`src/rtl/dbg_irq_pkg.sv`:
```
package dbg_irq_pkg;

    localparam int unsigned NEV = 12;

    localparam int unsigned EV_IA1  = 0;
    localparam int unsigned EV_IA2  = 1;
    localparam int unsigned EV_D1R  = 2;
    localparam int unsigned EV_D1W  = 3;
    localparam int unsigned EV_D2R  = 4;
    localparam int unsigned EV_D2W  = 5;
    localparam int unsigned EV_TRP  = 6;
    localparam int unsigned EV_BRT  = 7;
    localparam int unsigned EV_CMP  = 8;
    localparam int unsigned EV_IRQ  = 9;
    localparam int unsigned EV_RET  = 10;
    localparam int unsigned EV_UNC  = 11;

    typedef logic [NEV-1:0] ev_vec_t;

    // Classes whose return address is the causing instruction itself
    localparam ev_vec_t CAUSE_MASK = ev_vec_t'(12'h0FF);

    typedef enum logic [1:0] {
        SRC_VECTOR,
        SRC_FOLLOW,
        SRC_CAUSE,
        SRC_NEXT
    } pc_src_e;

    // Fixed priority among simultaneous event classes
    function automatic pc_src_e pick_src(input ev_vec_t e);
        pc_src_e s;
        if (e[EV_IRQ])                 s = SRC_VECTOR;
        else if (e[EV_RET])            s = SRC_FOLLOW;
        else if (|(e & CAUSE_MASK))    s = SRC_CAUSE;
        else if (e[EV_CMP])            s = SRC_FOLLOW;
        else                           s = SRC_NEXT;
        return s;
    endfunction

endpackage

```
`src/rtl/dbg_sticky_status.sv`:
```
module dbg_sticky_status
    import dbg_irq_pkg::*;
(
    input  logic    clk,
    input  logic    rst,
    input  logic    log_en,
    input  ev_vec_t ev,
    input  logic    clr_we,
    input  ev_vec_t clr_mask,
    output ev_vec_t status
);

    for (genvar i = 0; i < NEV; i++) begin : g_bit
        always_ff @(posedge clk) begin
            if (rst)
                status[i] <= 1'b0;
            else if (log_en && ev[i])
                status[i] <= 1'b1;
            else if (clr_we && clr_mask[i])
                status[i] <= 1'b0;
        end
    end

endmodule

```
`src/rtl/dbg_take_ctrl.sv`:
```
module dbg_take_ctrl
    import dbg_irq_pkg::*;
#(
    parameter int unsigned AW = 32
) (
    input  logic          log_en,
    input  logic          de,
    input  logic          hipri,
    input  logic          sync,
    input  ev_vec_t       ev,
    input  ev_vec_t       status,
    input  logic [AW-1:0] a_cause,
    input  logic [AW-1:0] a_follow,
    input  logic [AW-1:0] a_next,
    input  logic [AW-1:0] a_vector,
    output logic          take_now,
    output logic [AW-1:0] ret_pc
);

    logic    fresh;
    logic    deferred;
    logic    gate;
    pc_src_e src;

    always_comb begin
        fresh    = log_en && (|ev);
        deferred = sync && (|status);
        gate     = log_en && de && !hipri;
        take_now = gate && (fresh || deferred);
        src      = fresh ? pick_src(ev) : SRC_NEXT;
        unique case (src)
            SRC_VECTOR: ret_pc = a_vector;
            SRC_FOLLOW: ret_pc = a_follow;
            SRC_CAUSE:  ret_pc = a_cause;
            default:    ret_pc = a_next;
        endcase
    end

endmodule

```
`src/rtl/dbg_entry_regs.sv`:
```
module dbg_entry_regs #(
    parameter int unsigned AW     = 32,
    parameter int unsigned MW     = 32,
    parameter int unsigned ME_BIT = 12,
    parameter int unsigned PFX_W  = 16,
    parameter int unsigned ALIGN  = 4,
    localparam int unsigned OFF_W = AW - PFX_W - ALIGN
) (
    input  logic             clk,
    input  logic             rst,
    input  logic             take_now,
    input  logic [AW-1:0]    ret_pc,
    input  logic [MW-1:0]    msr_in,
    input  logic [PFX_W-1:0] vbase_hi,
    input  logic [OFF_W-1:0] voff,
    output logic             take,
    output logic [AW-1:0]    save_pc,
    output logic [MW-1:0]    save_msr,
    output logic [MW-1:0]    msr_out,
    output logic [AW-1:0]    vec_addr
);

    localparam logic [MW-1:0] KEEP = MW'(1) << ME_BIT;

    always_ff @(posedge clk) begin
        if (rst) begin
            take     <= 1'b0;
            save_pc  <= '0;
            save_msr <= '0;
            msr_out  <= '0;
            vec_addr <= '0;
        end else begin
            take <= take_now;
            if (take_now) begin
                save_pc  <= ret_pc;
                save_msr <= msr_in;
                msr_out  <= msr_in & KEEP;
                vec_addr <= {vbase_hi, voff, {ALIGN{1'b0}}};
            end
        end
    end

endmodule

```
`src/rtl/dbg_irq_ctrl.sv`:
```
module dbg_irq_ctrl
    import dbg_irq_pkg::*;
#(
    parameter int unsigned AW     = 32,
    parameter int unsigned MW     = 32,
    parameter int unsigned DE_BIT = 9,
    parameter int unsigned ME_BIT = 12,
    parameter int unsigned PFX_W  = 16,
    parameter int unsigned ALIGN  = 4,
    localparam int unsigned OFF_W = AW - PFX_W - ALIGN
) (
    input  logic             clk,
    input  logic             rst,
    input  logic             idm_en,
    input  logic [MW-1:0]    msr_in,
    input  logic             hipri_pend,
    input  logic             sync_evt,
    input  logic [NEV-1:0]   ev,
    input  logic [AW-1:0]    ev_pc,
    input  logic [AW-1:0]    ev_next_pc,
    input  logic [AW-1:0]    next_pc,
    input  logic [AW-1:0]    irq_vec,
    input  logic [PFX_W-1:0] vbase_hi,
    input  logic [OFF_W-1:0] voff,
    input  logic             clr_we,
    input  logic [NEV-1:0]   clr_mask,
    output logic [NEV-1:0]   status,
    output logic             take,
    output logic [AW-1:0]    save_pc,
    output logic [MW-1:0]    save_msr,
    output logic [MW-1:0]    msr_out,
    output logic [AW-1:0]    vec_addr
);

    logic          take_now;
    logic [AW-1:0] ret_pc;

    dbg_sticky_status u_status (
        .clk      (clk),
        .rst      (rst),
        .log_en   (idm_en),
        .ev       (ev),
        .clr_we   (clr_we),
        .clr_mask (clr_mask),
        .status   (status)
    );

    dbg_take_ctrl #(.AW(AW)) u_take (
        .log_en   (idm_en),
        .de       (msr_in[DE_BIT]),
        .hipri    (hipri_pend),
        .sync     (sync_evt),
        .ev       (ev),
        .status   (status),
        .a_cause  (ev_pc),
        .a_follow (ev_next_pc),
        .a_next   (next_pc),
        .a_vector (irq_vec),
        .take_now (take_now),
        .ret_pc   (ret_pc)
    );

    dbg_entry_regs #(
        .AW(AW), .MW(MW), .ME_BIT(ME_BIT), .PFX_W(PFX_W), .ALIGN(ALIGN)
    ) u_entry (
        .clk      (clk),
        .rst      (rst),
        .take_now (take_now),
        .ret_pc   (ret_pc),
        .msr_in   (msr_in),
        .vbase_hi (vbase_hi),
        .voff     (voff),
        .take     (take),
        .save_pc  (save_pc),
        .save_msr (save_msr),
        .msr_out  (msr_out),
        .vec_addr (vec_addr)
    );

endmodule

```
`config.mk`:
```
export PLATFORM = sky130hd
export DESIGN_NAME = dbg_irq_ctrl
export DESIGN_NICKNAME = d
export VERILOG_FILES = /design/src/rtl/dbg_irq_pkg.sv /design/src/rtl/dbg_sticky_status.sv /design/src/rtl/dbg_take_ctrl.sv /design/src/rtl/dbg_entry_regs.sv /design/src/rtl/dbg_irq_ctrl.sv
export SDC_FILE = /design/constraint.sdc
export NUM_CORES = 1
export LEC_CHECK = 0
export ABC_AREA = 0
export BUFFER_PORTS_ARGS = -buffer_cell sky130_fd_sc_hd__buf_2
export CAP_MARGIN = 20
export CORE_AREA = 4 4 138 140
export CTS_BUF_LIST = sky130_fd_sc_hd__clkbuf_16
export DETAILED_ROUTE_END_ITERATION = 16
export DIE_AREA = 0 0 142 144
export HOLD_SLACK_MARGIN = 0.05
export PLACE_DENSITY = 0.69
export REMOVE_ABC_BUFFERS = 1
export SLEW_MARGIN = 20
export SYNTH_ARGS = -nofsm -noshare
export SYNTH_HDL_FRONTEND = slang
export SYNTH_HIERARCHICAL = 1
export SYNTH_SLANG_ARGS = --single-unit
```
`constraint.sdc`:
```
create_clock -name clk -period 2 [get_ports clk]
set_clock_uncertainty 0.1 [all_clocks]
set_input_delay 0.4 -clock clk [delete_from_list [all_inputs] [get_ports clk]]
set_output_delay 0.4 -clock clk [all_outputs]
set_load 0.1 [all_outputs]
```
* Yosys cells after proc, flatten, opt, wreduce, memory -nomap -nowiden *
Cells that the tools add are included.

cells by class
  equality and inequality tests = 2
  multiplexer cells = 30
  reduce and logical (&&, ||, !) cells = 47

operators by type and width
  cell                                                             number
  32-bit one-hot mux with 3 select lines                           1
  1-bit logical AND                                                29
  1-bit 2-to-1 mux                                                 24
  2-bit nonzero test                                               12
  12-bit OR reduction                                              2
  2-bit 2-to-1 mux                                                 5
  8-bit OR reduction                                               1
  2-bit by 1-bit == test with 1-bit output, second input constant  1
  2-bit == test, second input constant                             1
  2-bit zero test                                                  1
  1-bit zero test                                                  1
  1-bit logical OR                                                 1

storage, ports and cells
  register bits = 106
  output and inout bits = 141

* Logic depth before layout (Yosys ltp) *
  word-level depth = 7
  mapped depth = 9
  depth with buffers taken out = 7

* Hierarchy *
The synthesis kept the hierarchy.

modules (own cells, without submodules)
  module             times used  cells each  area an instance (µm²)  seq. area each (µm²)
  dbg_entry_regs     1           336         3629.7                  1861.8
  dbg_take_ctrl      1           145         1072.3                  0.0
  dbg_sticky_status  1           51          529.3                   240.2

* Worst setup path before layout *
Ideal clock, no wire load.

  path kind = reg2reg
  start point = register u_status.status[9]
  end point = register u_entry.save_msr[12]
  library setup time = 0.128 ns
  arrival time = 2.192 ns
  required time = 1.772 ns
  setup slack = -0.420 ns
  cell stages (with the launch flop) = 10
  path buffers = 3
  cells stage by stage = dfxtp_1 > nor4_1 > nand3_1 > a2111oi_0 > nor3_1 > buf_4 > buf_12 > buf_12 > mux2i_1 > nor2_1

between the ends
  word-level cells in the longest chain between the ends = 4

ends and longest elaborated chain
  what                             RTL line                 RTL
  start, declared                  dbg_sticky_status.sv:10  output ev_vec_t status
  start signal, assigned by index  dbg_sticky_status.sv:16  status[i] <= 1'b0;
  start signal, assigned by index  dbg_sticky_status.sv:18  status[i] <= 1'b1;
  start signal, assigned by index  dbg_sticky_status.sv:20  status[i] <= 1'b0;
  12-bit OR reduction              dbg_take_ctrl.sv:27      deferred = sync && (|status);
  1-bit logical AND                dbg_take_ctrl.sv:27
  1-bit logical OR                 dbg_take_ctrl.sv:29      take_now = gate && (fresh || deferred);
  1-bit logical AND                dbg_take_ctrl.sv:29
  net take_now                     dbg_irq_ctrl.sv:35       logic take_now;
  end signal, assigned             dbg_entry_regs.sv:36     save_msr <= msr_in;
  end, declared                    dbg_entry_regs.sv:18     output logic [MW-1:0] save_msr,

The timed path passes the listed nets, and every way through them passes these cells.
A chain may end at the register's enable or synchronous reset.

* Worst setup path after layout *
  start point = register u_status.status[10]
  end point = register u_entry.save_msr[29]

Same word-level chain as after synthesis.

==> flow_metrics.py <==
metrics = {
    "synth": {
        "synth_seq_cells": 105,
        "yosysUniqueCellTypes": 30,
        "syn_inst": 532,
        "async_flop_share_pct": 0,
        "syn_avg_cell_area_um2": 9.83,
        "synth.yosys.seq_area_share_pct": 40.2,
        "syn_area_mm2": 0.00523,
        "synth-edff-count": 0,
        "synth_ff_type": "dfxtp_1",
        "synth_warnings": 6,
    },
    "clock_tree": {
        "clk_pin_slew_ns": 0.08,
        "clk-insertion-delay-late_ns": 0.35,
        "h-tree-depth": 3,
        "cts-root-buf": "clkbuf_16",
        "cts_inserted_buffers": 9,
        "numClockSinks": 105,
        "cts_tree": "built",
        "clk_path_buf_depth": 2,
    },
    "status": {
        "violations": "setup timing",
        "status": "finished with violations",
    },
    "global_route": {
        "antenna_found_initial": 0,
        "grt_pass1_wl_um": 26300,
        "grt_use_total_pct": 16.5,
        "grt_pass1_vias": 5034,
        "overflow": 0,
        "grt_max_degree": 43,
    },
    "placed_design": {
        "port_buffers": 323,
        "gp_congestion": 0.816,
        "dp_cells": 1094,
        "post-dp-hpwl_um": 13500,
    },
    "timing": {
        "max_freq_mhz": 466,
        "maxSlewViolCount": 0,
        "hold_ws_ns": 0.175,
        "hold_violations": 0,
        "rsz0062_at_grt": "yes",
        "min_period_over_period_pct": 107,
        "slew_headroom_pct": 66.0,
        "worst_pin_slew_ns": 0.514,
        "post-route-min-period_ns": 2.15,
        "worst_slack_ns": -0.145,
        "setup_viol": 87,
    },
    "cells_and_area": {
        "antennaDiodeCount": 0,
        "layoutNonFillerInstCount": 1124,
        "drive_gt1_share_pct": 49.5,
        "nNetsFinal": 1108,
        "layout-area-overhead-vs-synth_pct": 51.0,
    },
    "worst_setup_path": {
        "crit_chain": "nor4_4 > buf_4 > nand3_4 > a2111oi_4 > buf_4 > nor3_4 > buf_12 > buf_12 > mux2i_2 > nor2_1",
        "path_class": "register to register",
        "cpMaxStageDelayCell": "dfxtp_2",
        "cp.required_ns": 2.14,
        "critical-path-max-stage-delay_ns": 0.34,
        "r2r_setup_slack_ns": -0.15,
        "cp-end-kind": "register",
        "crit_path_max_fanout": 6,
        "critPathLaunchType": "register",
        "arrival_ns": 2.28,
    },
    "floorplan": {
        "die_w_um": 142,
        "rows": 49,
        "fp.coreArea_mm2": 0.0178,
        "die_height_um": 144,
        "start_util_pct": 29.3,
        "die_area_mm2": 0.0204,
        "io-pin-count": 359,
    },
    "power_and_ir_drop": {
        "p_leak_nw": 3.83,
        "power-per-cell-area_mw_per_mm2": 733,
        "vdd_drop_max_mv": 0.398,
    },
    "detailed_routing": {
        "drcViolationCount": 0,
        "drt-total-wl_um": 18300,
        "dr.pass1.iters": 6,
        "ant_nets": 0,
        "drt_first_iter_violations": 137,
        "highest_layer": "met4",
        "met1_length_um": 7410,
        "wl_met2_um": 8790,
        "via_per_inst": 4.53,
        "dr_wl_met3_um": 1610,
        "vias": 5092,
        "wl_per_cell_um": 16.3,
    },
    "min_path": {
        "hold_class": "input port to register",
    },
    "run": {
        "drv_cap": 0,
    },
}
## cells in the final DEF (no fill, tap or decap), types with 3 or more instances in the layout
cell type  instances
nor2_1            94
mux2i_2            6
clkinv_4           3
nor4_4             3
o21ai_1           22
mux2i_1          118
inv_1             14
buf_12            11
o221ai_2          10
nand2_1           27
clkbuf_16         12
a22oi_1           20
a21bo_1           10
buf_4             39
a21oi_2           11
conb_1            35
buf_2            322
buf_16             8
dfxtp_1          103
## power breakdown
group	total [mW]	internal (mW)	switching, mW
Sequential	2.22	2.17	0.0486
Clock	1.74	0.872	0.865
Combinational	1.84	0.536	1.30
Total	5.79	3.58	2.21
## worst paths after layout
| path | startpoint | to | cells past startpoint |
|---|---|---|---|
| hold / removal | voff[9] | u_entry/vec_addr[13] | 3 |
| setup / recovery | u_status/status[10] | u_entry/save_msr[29] | 10 |
| setup reg to reg | u_status/status[10] | u_entry/save_msr[29] | 10 |
| hold reg to reg | u_entry/save_pc[14] | u_entry/save_pc[14] | 2 |
## synth_stat cells (9+ instances only)
cell,count,area (um2)
o221ai_2,10,150
nand2_1,28,105
buf_12,9,180
a21oi_2,11,96.3
mux2i_1,124,1240
o21ai_1,23,115
inv_1,13,48.8
buf_4,41,308
a21bo_1,10,100
dfxtp_1,105,2100
clkbuf_1,11,41.3
a22oi_1,20,150
nor2_1,94,353
## layer usage
layer,track usage (%),vias to the layer above
met5,0,-
met3,4.96,36
met1,19.9,2324
met4,5.96,0
li1,-,2475
met2,27.8,257
## kinds of logic after synthesis
kind of cell           Yosys count  synth area share (%)
and+or+nand+nor                135                  10.5
muxes                          124                  23.7
DFF                            105                  40.2
buffers and inverters           85                  12.4
AOI/OAI and AO/OA               82                  13.1
other                            1                0.0717
## area by class of cell
type	count	area, um2
well taps	229	287
inverters	13	48.8
multi-input cells	376	2730
fillers	1755	9940
flip-flops and latches	105	2100
clock buffers	9	225
clock inverters	7	66.3
repair buffers	385	2440
## sequential cells by signal, indices dropped and copies added (netlist names)
| signal | count |
|---|---|
| u_entry/vec_addr | 28 |
| u_status/status | 12 |
| u_entry/save_pc | 32 |
| u_entry/save_msr | 32 |
| u_entry/take | 1 |
## critical path, delay by kind of cell (launching register included)
kind | cells | cell delay, ns
flops | 1 | 0.34
mux | 1 | 0.17
compound gates | 1 | 0.31
buf+inv | 4 | 0.64
simple gates | 4 | 0.47
## repair_timing
action	4_1_cts	5_1_grt
cloned	8	3
resized for setup	27	7
pin swaps	5	8
setup endpoints to repair	93	93
hold buffers	0	0
buffers inserted	6	0
## through the flow
stage	utilization [%]	cell area [um2]	setup TNS [ns]	total power [mW]	setup slack, ns
after floorplan	-	4760	-851.33	3.52	-9.15
after global placement	40.1	7160	-45.23	3.99	-0.516
after detailed placement	40.1	7160	-45.11	4.00	-0.525
after CTS	43.7	7800	-7.13	5.84	-0.132
after global routing	44.3	7900	-17.85	6.05	-0.262
final	44.3	7900	-7.16	5.79	-0.145
Power figures use the tool's default switching activity.
